### src/rtl/sar_fe_pkg.sv
package sar_fe_pkg;

    // Conversion phase seen by the outputs.
    typedef enum logic [2:0] {
        PH_OFF   = 3'd0,  // chip select high
        PH_WAIT  = 3'd1,  // selected, first falling edge not seen yet
        PH_TRACK = 3'd2,  // acquiring input
        PH_CONV  = 3'd3,  // converting / shifting result
        PH_GAP   = 3'd4   // between last falling edge and next conversion
    } phase_e;

endpackage

### src/rtl/sar_fe_sync.sv
module sar_fe_sync #(
    parameter int           W       = 3,
    parameter int           STAGES  = 2,
    parameter logic [W-1:0] RST_VAL = '0
) (
    input  logic         clk,
    input  logic         rst_n,
    input  logic [W-1:0] async_i,
    output logic [W-1:0] sync_o
);

    logic [STAGES-1:0][W-1:0] stg_d, stg_q;

    always_comb begin
        stg_d[0] = async_i;
        for (int s = 1; s < STAGES; s++) begin
            stg_d[s] = stg_q[s-1];
        end
    end

    always_ff @(posedge clk or negedge rst_n) begin
        if (!rst_n) begin
            stg_q <= {STAGES{RST_VAL}};
        end else begin
            stg_q <= stg_d;
        end
    end

    assign sync_o = stg_q[STAGES-1];

endmodule

### src/rtl/sar_fe_seq.sv
module sar_fe_seq
    import sar_fe_pkg::*;
#(
    parameter int CONV_CLKS  = 16,
    parameter int TRACK_CLKS = 3,
    parameter int CNT_W      = 5
) (
    input  logic             clk,
    input  logic             rst_n,
    input  logic             cs_s,
    input  logic             sclk_s,
    output logic             active_o,
    output logic             fall_ev_o,
    output logic [CNT_W-1:0] fall_idx_o,
    output logic             rise_ev_o,
    output logic [CNT_W-1:0] rise_idx_o,
    output phase_e           phase_o
);

    localparam logic [CNT_W-1:0] LAST_C  = CNT_W'(CONV_CLKS);
    localparam logic [CNT_W-1:0] TRACK_C = CNT_W'(TRACK_CLKS);
    localparam logic [CNT_W-1:0] ONE_C   = CNT_W'(1);

    typedef struct packed {
        logic             cs;
        logic             sclk;
        logic [CNT_W-1:0] fcnt;
        logic [CNT_W-1:0] rcnt;
    } seq_t;

    seq_t seq_d, seq_q;

    logic             cs_fall;
    logic             both_low;
    logic             real_fall;
    logic             real_rise;
    logic             virt_fall;
    logic             fall_ev;
    logic [CNT_W-1:0] fall_idx;
    logic [CNT_W-1:0] rise_idx;

    always_comb begin
        cs_fall   = seq_q.cs & ~cs_s;
        both_low  = ~seq_q.cs & ~cs_s;
        real_fall = both_low & seq_q.sclk & ~sclk_s;
        real_rise = both_low & ~seq_q.sclk & sclk_s;
        // A select edge with the clock already low stands in for edge 1.
        virt_fall = cs_fall & ~sclk_s;
        fall_ev   = real_fall | virt_fall;
        fall_idx  = (seq_q.fcnt == LAST_C) ? ONE_C : seq_q.fcnt + ONE_C;
        rise_idx  = seq_q.rcnt + ONE_C;

        seq_d      = seq_q;
        seq_d.cs   = cs_s;
        seq_d.sclk = sclk_s;
        if (cs_s) begin
            seq_d.fcnt = '0;
            seq_d.rcnt = '0;
        end else begin
            if (fall_ev) begin
                seq_d.fcnt = fall_idx;
            end
            if (real_rise) begin
                seq_d.rcnt = (rise_idx == LAST_C) ? '0 : rise_idx;
            end
        end
    end

    always_ff @(posedge clk or negedge rst_n) begin
        if (!rst_n) begin
            seq_q <= '{cs: 1'b1, sclk: 1'b0, fcnt: '0, rcnt: '0};
        end else begin
            seq_q <= seq_d;
        end
    end

    always_comb begin
        if (seq_q.cs) begin
            phase_o = PH_OFF;
        end else if (seq_q.fcnt == '0) begin
            phase_o = PH_WAIT;
        end else if (seq_q.fcnt <= TRACK_C) begin
            phase_o = PH_TRACK;
        end else if (seq_q.fcnt < LAST_C) begin
            phase_o = PH_CONV;
        end else begin
            phase_o = PH_GAP;
        end
    end

    assign active_o   = ~seq_q.cs;
    assign fall_ev_o  = fall_ev;
    assign fall_idx_o = fall_idx;
    assign rise_ev_o  = real_rise;
    assign rise_idx_o = rise_idx;

endmodule

### src/rtl/sar_fe_datapath.sv
module sar_fe_datapath #(
    parameter int DATA_W     = 12,
    parameter int LEAD_ZEROS = 4,
    parameter int LOAD_EDGE  = 4,
    parameter int CTRL_W     = 8,
    parameter int ADDR_W     = 3,
    parameter int ADDR_LSB   = 3,
    parameter int CONV_CLKS  = 16,
    parameter int CNT_W      = 5
) (
    input  logic              clk,
    input  logic              rst_n,
    input  logic              cs_s,
    input  logic              din_s,
    input  logic              fall_ev,
    input  logic [CNT_W-1:0]  fall_idx,
    input  logic              rise_ev,
    input  logic [CNT_W-1:0]  rise_idx,
    input  logic [DATA_W-1:0] conv_data,
    output logic              dout_o,
    output logic [ADDR_W-1:0] chan_o
);

    localparam logic [CNT_W-1:0] LZ_C   = CNT_W'(LEAD_ZEROS);
    localparam logic [CNT_W-1:0] LOAD_C = CNT_W'(LOAD_EDGE);
    localparam logic [CNT_W-1:0] CTRL_C = CNT_W'(CTRL_W);
    localparam logic [CNT_W-1:0] LAST_C = CNT_W'(CONV_CLKS);
    localparam logic [CNT_W-1:0] ONE_C  = CNT_W'(1);

    typedef struct packed {
        logic [DATA_W-1:0] sh;
        logic              dout;
        logic [CTRL_W-1:0] ctrl;
        logic [ADDR_W-1:0] chan;
    } dp_t;

    dp_t dp_d, dp_q;

    always_comb begin
        dp_d = dp_q;
        if (cs_s) begin
            // Deselected: drop any partial conversion, keep the channel.
            dp_d.sh   = '0;
            dp_d.dout = 1'b0;
            dp_d.ctrl = '0;
        end else begin
            if (fall_ev) begin
                if (fall_idx <= LZ_C) begin
                    dp_d.dout = 1'b0;
                end else begin
                    dp_d.dout = dp_q.sh[DATA_W-1];
                    dp_d.sh   = {dp_q.sh[DATA_W-2:0], 1'b0};
                end
                if (fall_idx == LOAD_C) begin
                    dp_d.sh = conv_data;
                end
            end
            if (rise_ev) begin
                if (rise_idx == ONE_C) begin
                    dp_d.ctrl = {{(CTRL_W-1){1'b0}}, din_s};
                end else if (rise_idx <= CTRL_C) begin
                    dp_d.ctrl = {dp_q.ctrl[CTRL_W-2:0], din_s};
                end
                if (rise_idx == LAST_C) begin
                    dp_d.chan = dp_q.ctrl[ADDR_LSB +: ADDR_W];
                end
            end
        end
    end

    always_ff @(posedge clk or negedge rst_n) begin
        if (!rst_n) begin
            dp_q <= '0;
        end else begin
            dp_q <= dp_d;
        end
    end

    assign dout_o = dp_q.dout;
    assign chan_o = dp_q.chan;

endmodule

### src/rtl/sar_serial_fe.sv
module sar_serial_fe
    import sar_fe_pkg::*;
#(
    parameter int DATA_W      = 12,
    parameter int LEAD_ZEROS  = 4,
    parameter int TRACK_CLKS  = 3,
    parameter int CTRL_W      = 8,
    parameter int ADDR_W      = 3,
    parameter int ADDR_LSB    = 3,
    parameter int SYNC_STAGES = 2
) (
    input  logic              clk,
    input  logic              rst_n,
    input  logic              cs_n,
    input  logic              sclk,
    input  logic              din,
    input  logic [DATA_W-1:0] conv_data,
    output logic              dout,
    output logic              dout_oe,
    output logic [ADDR_W-1:0] chan_sel,
    output logic              track,
    output logic              pwr_dn
);

    localparam int CONV_CLKS = DATA_W + LEAD_ZEROS;
    localparam int CNT_W     = $clog2(CONV_CLKS + 1);
    localparam int LOAD_EDGE = TRACK_CLKS + 1;

    logic [2:0]       raw_w;
    logic [2:0]       sync_w;
    logic             cs_s;
    logic             sclk_s;
    logic             din_s;
    logic             active;
    logic             fall_ev;
    logic [CNT_W-1:0] fall_idx;
    logic             rise_ev;
    logic [CNT_W-1:0] rise_idx;
    phase_e           phase;

    assign raw_w  = {din, sclk, cs_n};
    assign cs_s   = sync_w[0];
    assign sclk_s = sync_w[1];
    assign din_s  = sync_w[2];

    sar_fe_sync #(
        .W       (3),
        .STAGES  (SYNC_STAGES),
        .RST_VAL (3'b001)
    ) u_sync (
        .clk     (clk),
        .rst_n   (rst_n),
        .async_i (raw_w),
        .sync_o  (sync_w)
    );

    sar_fe_seq #(
        .CONV_CLKS  (CONV_CLKS),
        .TRACK_CLKS (TRACK_CLKS),
        .CNT_W      (CNT_W)
    ) u_seq (
        .clk        (clk),
        .rst_n      (rst_n),
        .cs_s       (cs_s),
        .sclk_s     (sclk_s),
        .active_o   (active),
        .fall_ev_o  (fall_ev),
        .fall_idx_o (fall_idx),
        .rise_ev_o  (rise_ev),
        .rise_idx_o (rise_idx),
        .phase_o    (phase)
    );

    sar_fe_datapath #(
        .DATA_W     (DATA_W),
        .LEAD_ZEROS (LEAD_ZEROS),
        .LOAD_EDGE  (LOAD_EDGE),
        .CTRL_W     (CTRL_W),
        .ADDR_W     (ADDR_W),
        .ADDR_LSB   (ADDR_LSB),
        .CONV_CLKS  (CONV_CLKS),
        .CNT_W      (CNT_W)
    ) u_dp (
        .clk        (clk),
        .rst_n      (rst_n),
        .cs_s       (cs_s),
        .din_s      (din_s),
        .fall_ev    (fall_ev),
        .fall_idx   (fall_idx),
        .rise_ev    (rise_ev),
        .rise_idx   (rise_idx),
        .conv_data  (conv_data),
        .dout_o     (dout),
        .chan_o     (chan_sel)
    );

    assign dout_oe = active;
    assign track   = (phase == PH_TRACK);
    assign pwr_dn  = (phase == PH_OFF) || (phase == PH_GAP);

endmodule

### config.mk
export PLATFORM = sky130hd
export DESIGN_NAME = sar_serial_fe
export DESIGN_NICKNAME = d
export VERILOG_FILES = /design/src/rtl/sar_fe_pkg.sv /design/src/rtl/sar_fe_sync.sv /design/src/rtl/sar_fe_seq.sv /design/src/rtl/sar_fe_datapath.sv /design/src/rtl/sar_serial_fe.sv
export SDC_FILE = /design/constraint.sdc
export NUM_CORES = 1
export LEC_CHECK = 0
export ABC_CLOCK_PERIOD_IN_PS = 5500
export CAP_MARGIN = 20
export CORE_MARGIN = 4
export CORE_UTILIZATION = 70
export CTS_BUF_LIST = sky130_fd_sc_hd__clkbuf_4
export DETAILED_ROUTE_END_ITERATION = 16
export DONT_BUFFER_PORTS = 1
export PLACE_DENSITY = 0.86
export SETUP_SLACK_MARGIN = 0.1
export SLEW_MARGIN = 30
export SYNTH_ARGS = -nofsm -noshare
export SYNTH_HDL_FRONTEND = slang
export SYNTH_SLANG_ARGS = --single-unit
### constraint.sdc
create_clock -name clk -period 5.5 [get_ports clk]
set_input_delay 0.55 -clock clk [delete_from_list [all_inputs] [get_ports clk]]
set_output_delay 0.55 -clock clk [all_outputs]
set_load 0.01 [all_outputs]
# After elaboration in Yosys (flattened, before gate mapping)
# Index checks and enable logic that the tools add are counted.
# op_classes
addsub,2
n_lt_le_gt_ge,4
eq_ne,7
muxes,18
n_bitwise,12
n_reduce_logical,9
# ops
op,count
$mux W12,2
$mux W21,1
$mux W5,4
$mux W8,2
$mux W3,5
$mux W13,1
$mux W11,1
$add A5 B1 Y5 const B,2
$eq A5 B5 Y1 const B,2
$mux W10,1
$and A1 B1 Y1,7
$eq A5 B1 Y1 const B,1
$eq A5 B3 Y1 const B,1
$le A5 B2 Y1 const B,1
$le A5 B3 Y1 const B,1
$le A5 B4 Y1 const B,1
$logic_not A5 Y1,1
$lt A5 B5 Y1 const B,1
$not A1 Y1,4
$reduce_and A2 Y1,2
$reduce_bool A2 Y1,2
$eq A3 B2 Y1 const B,1
$eq A3 B3 Y1 const B,1
$logic_not A3 Y1,1
6 further kinds,6
# word_totals
ff_bits,41
in_bits,17
output_inout_bits,7
elab_cells,62

# Longest topological paths before layout
# depth
depth_word,7
ltp_mapped,8
ltp_nobuf,7

# Hierarchy
# From an unflattened synthesis, not the netlist that was laid out.
# hier_totals
cells_unflattened,197
area_unflattened_um2,2021.9
# by_module_without_submodules
module,instances,cells_each,area_each_um2
sar_fe_datapath,1,107,1088.5
sar_fe_seq,1,82,764.5
sar_fe_sync,1,6,152.6
sar_serial_fe,1,2,16.3

# Least setup slack after synthesis
# Ideal clock, no wire load.
# synth_timing
kind,reg-to-reg
startpoint,reg u_seq.seq_q[1] in the netlist's numbering
endpoint,reg u_dp.dp_q (netlist bit u_dp.chan_o[0])
setup_time_ns,0.125
t_arrival_ns,1.845
setup_slack_ns,3.530
stages_incl_launch_ff,7
n_path_buf,0
synth_period_minus_slack_ns,1.970
path_cell_list,dfrtp_1 ha_1 nand2_1 nor3_2 o21ai_1 or4_4 mux2_4
# synth_between
elab_chain_cells,3
# synth_lines
element,line_no,text
"start, declared",sar_fe_seq.sv:31,"seq_t seq_d, seq_q;"
"start signal, assigned",sar_fe_seq.sv:71,"seq_q <= '{cs: 1'b1, sclk: 1'b0, fcnt: '0, rcnt: '0};"
"start signal, assigned",sar_fe_seq.sv:73,seq_q <= seq_d;
$add A5 B1 Y5,sar_fe_seq.sv:51,rise_idx = seq_q.rcnt + ONE_C;
$eq A5 B5 Y1,sar_fe_datapath.sv:64,if (rise_idx == LAST_C) begin
$reduce_and A3 Y1 (no source line),-,
"end signal, assigned",sar_fe_datapath.sv:75,dp_q <= dp_d;
"end, declared",sar_fe_datapath.sv:37,"dp_t dp_d, dp_q;"
# No other way between the ends.
# A chain may end at the register's enable or synchronous reset.

# Final worst setup path
# layout_timing
startpoint,reg u_seq.seq_q[5] in the netlist's numbering
endpoint,reg u_dp.dp_q[16] in the netlist's numbering
# layout_between
elab_chain_cells,6
# layout_lines
element,line_no,text
$add A5 B1 Y5 or $eq A5 B5 Y1 (tied branches),sar_fe_seq.sv:50,fall_idx = (seq_q.fcnt == LAST_C) ? ONE_C : seq_q.fcnt + ONE_C;
$mux W5 (*),sar_fe_seq.sv:50,
branches (longest 4 deep; another with $le A5 B3 Y1),-,
# Mark *: on every way between the ends. The select of a mux whose other input is x is not followed.

==> results list <==
* Clock Sinks: 40
- Overall fraction of global-route tracks in use: 0.231
* Post-synthesis net count: slightly above 200
- Yosys mapped the design onto 47 distinct sky130hd cell types.
* Total clock buffers created by CTS: 5
* Count of max-cap constraint violations: 0
- The clock passes through at most 2 buffers.
- Result of the run: complete, no violations
- Vias per cell: between 6 and 7
- Number of buffers added on ports: 0
* GR Util met1: 0.297
* Fmax: 424 MHz
- Final wirelength: between 3000 and 4000 um
* Largest family of logic cells by synthesized area: compound AO/OA/AOI/OAI gates
- Die area: 0.00362 mm2
* Fin. Hold Viols: 0
- Half-perimeter wire length after detailed placement: 2480 um
- Power per unit of standard cell area: roughly 270 mW/mm2
- Area growth from synthesis to final layout: 5.20%
- Cells after Synth: about 180
- Dividing the final minimum period by the clock period gives 0.429.
- The most common cell in the synthesized netlist is sky130_fd_sc_hd__dfrtp_1.
- Number of flops mapped to enable cells by yosys: 0
- Slew Limit Fails: 0
- For met2 alone, demand over resource in global routing was 0.361.
* X dimension of the die: around 60 um
- Share of final-layout standard cells stronger than drive strength 1: 0.115
- Antenna cell count: 0
- Number of global-route vias before repair: approximately 1,300
- Adder-cell area share of the yosys netlist: 0.0329
- Unrepaired setup endpoints after global routing: no
- Before antenna repair, the detailed router went through 4 iterations.
- Remaining max-slew budget at the tightest pin: 0.427
- Post-Syn Area per Cell: roughly 11 um2
- For met3 alone, demand over resource in global routing was 0.0691.
- Core Region: 0.00254 mm2
- After floorplanning, the core was divided into 18 placement rows.
- Compound-Gate Fraction of Synth Area: 0.170
- The critical path in this run is classified as reg2reg.
- CTS built an H-tree with a depth of 2.
- For this design the static power due to leakage is slightly below 1 nW.
- The share of the Yosys chip area taken by registers is 0.528.
- In this run, synthesis produced a sequential element count of 40.
- Multiplexer share of the synthesized area: 0.0342
* Last weighted congestion value of the routability-driven placer: 0.888
* Pin count of the biggest net entering global routing: 38
- Of the total synthesized cell area, the portion taken by XOR and XNOR cells is 0.0230.
- The number of setup buffers added after CTS is 0.
- Summed over all layers, the global routing overflow is 0.
- Maximum clock skew at final layout: slightly below 0.01 ns
* Post-detailed-route wirelength per cell: about 17 um
- Post-place setup slack: between 3 and 4 ns
* Via count: about 1,400
- In this run the clock root is driven by a sky130_fd_sc_hd__clkbuf_4.
- The die is about 60 um tall.
- For this run, the share of the core covered by cells in the final layout is 0.786.
- Insertion delay of the later-clocked pin in the worst-skew pair: 0.35 ns
- Synth area leaders: sky130_fd_sc_hd__dfrtp_1 49%, sky130_fd_sc_hd__a221o_1 5.8%, sky130_fd_sc_hd__nor2_1 4.9%
- Top_reg_cell synth: sky130_fd_sc_hd__dfrtp_1
- 24 I/O pins were placed.
* Final Critical Period: 2.36 ns
* Arrival time of the worst setup path: about 2.6 ns
- Of the total synthesized cell area, the portion taken by AND, OR, NAND and NOR gates is 0.151.
- Sum of internal, switching and leakage power: roughly 0.00053 W
- Number of DRC violations after detailed routing: 0
- Global-route wire length before repair: around 6000 um
- Number of nets with antenna violations after routing: 0
- Yosys top cell by area: sky130_fd_sc_hd__dfrtp_1
- IR analysis of the VDD net gives a maximum drop of about 0.22 mV.
- Req. time, crit path: roughly 5.8 ns
* Type of element launching the critical path: flip-flop
- Number of antenna violations at the first check in global routing: 0
- After the last flow step, the layout net total stands at between 200 and 250.
- After layout, the worst setup slack is between 3 and 4 ns.
- Share of synthesized registers carrying an async set or reset: 1.00
* Synth Warn #: 0
- TritonCTS clock tree: yes
- Clock-pin slew of the registers on the worst-case setup and hold paths: roughly 0.12 ns
* Quantity of hold-fixing buffers added after cts: 1
- GR peak layer: met2
* Iteration-0 DRC Markers: 152
- Setup violations remaining at the end of the flow were counted as 0.
- Post-cts resize count: 0
* Fraction of synthesized cell area taken by the top area cell type: 0.487
- In this run the worst path has a maximum fanout of 12.
- Adding up every negative setup slack in the final design gives 0 ns.
- Netlist area before placement: 0.00190 mm2
* Worst slew pin tran: about 0.86 ns
- Top post-synthesis cells by count: 37 x sky130_fd_sc_hd__dfrtp_1, 25 x sky130_fd_sc_hd__nor2_1, 18 x sky130_fd_sc_hd__inv_1, 11 x sky130_fd_sc_hd__a221o_1, 8 x sky130_fd_sc_hd__a21oi_1
- STA classifies the critical path endpoint as a flip-flop.
- Path type of the worst min-delay path: in2async
- Initial standard-cell utilization of the core: 0.747
-- per-stage QoR --
stage	std cells	hold WS (ns)	instance area (um2)
3_3_place_gp	202	0.255	1890
6_report	212	0.0157	2000
3_5_place_dp	202	0.255	1890
2_1_floorplan	181	0.254	1900
4_1_cts	211	0.0160	1990
5_1_grt	212	0.000953	2000
-- layout make-up --
cell class,instances,area (um2)
sequential,40,1000
multi-input combinational,114,781
fill,150,544
inverter,18,67.6
clock inverter,3,42.5
clock buffer,5,37.5
tap,30,37.5
timing repair buffer,2,30.0
-- per-layer routing --
layer / vias to the layer above / part of all wire
met5: - / 0
met4: 0 / 0.026
met3: 11 / 0.057
met2: 45 / 0.49
met1: 688 / 0.43
li1: 638 / -
-- path summary, 6_finish.rpt --
path	from	end	slack [ns]	cells past startpoint
max in group asynchronous	rst_n	u_seq.seq_q[11]$_DFF_PN1_	4.88	1
min in group clk	cs_n	u_sync.stg_d[3]$_DFF_PN1_	0.19	0
max	u_seq.seq_q[5]$_DFFE_PN0P_	u_dp.dp_q[16]$_DFFE_PN0P_	3.14	7
min reg2reg	u_sync.stg_d[4]$_DFF_PN0_	u_sync.sync_o[1]$_DFF_PN0_	0.36	0
max reg2reg	u_seq.seq_q[5]$_DFFE_PN0P_	u_dp.dp_q[16]$_DFFE_PN0P_	3.14	7
min	rst_n	u_seq.seq_q[3]$_DFFE_PN0P_	0.02	1
-- critical path, stage by stage, from the launching register on --
cell                       delay [ns]
sky130_fd_sc_hd__dfrtp_1         0.43
sky130_fd_sc_hd__inv_1           0.13
sky130_fd_sc_hd__ha_1            0.20
sky130_fd_sc_hd__nand2b_1        0.06
sky130_fd_sc_hd__a21oi_1         0.31
sky130_fd_sc_hd__o211ai_1        0.16
sky130_fd_sc_hd__a21oi_1         0.71
sky130_fd_sc_hd__a221o_1         0.28
-- logic make-up (layout without fill, tap and decap cells) --
kind of cell,after synthesis,in the layout
xor gates and xnor gates,5,5
DFF,40,40
buffers and inverters,27,28
muxes,5,5
adders and majority gates,5,5
and+or+nand+nor,57,57
AOI/OAI and AO/OA,42,42
-- layout by cell type (no fill, tap or decap), types with 2 or more instances in the layout --
cell type / instances
sky130_fd_sc_hd__dfrtp_1: 37
sky130_fd_sc_hd__nor2_1: 25
sky130_fd_sc_hd__inv_1: 18
sky130_fd_sc_hd__a221o_1: 11
sky130_fd_sc_hd__a21oi_1: 8
sky130_fd_sc_hd__nand3_1: 7
sky130_fd_sc_hd__nand2_1: 6
sky130_fd_sc_hd__a22o_1: 6
sky130_fd_sc_hd__ha_1: 5
sky130_fd_sc_hd__clkbuf_4: 5
sky130_fd_sc_hd__o21ai_0: 4
sky130_fd_sc_hd__nor3_1: 3
sky130_fd_sc_hd__xor2_1: 3
sky130_fd_sc_hd__mux2_4: 3
sky130_fd_sc_hd__dfstp_2: 3
sky130_fd_sc_hd__or2_2: 2
sky130_fd_sc_hd__xnor2_1: 2
sky130_fd_sc_hd__nor2b_1: 2
sky130_fd_sc_hd__mux2i_1: 2
-- power by group --
part / internal, W / switching (W)
Sequential: 0.000301 / 0.00000767
Clock: 0.0000948 / 0.0000953
Combinational: 0.0000112 / 0.0000225
Total: 0.000407 / 0.000126
-- sequential cells by signal, summed over array words and instances (netlist names) --
name / count
u_dp.chan_o: 3
u_dp.dp_q: 18
u_sync.stg_d: 3
u_seq.seq_q: 12
u_sync.sync_o: 3
u_dp.dout_o: 1
No activity file was read; power rests on OpenSTA's default activity.
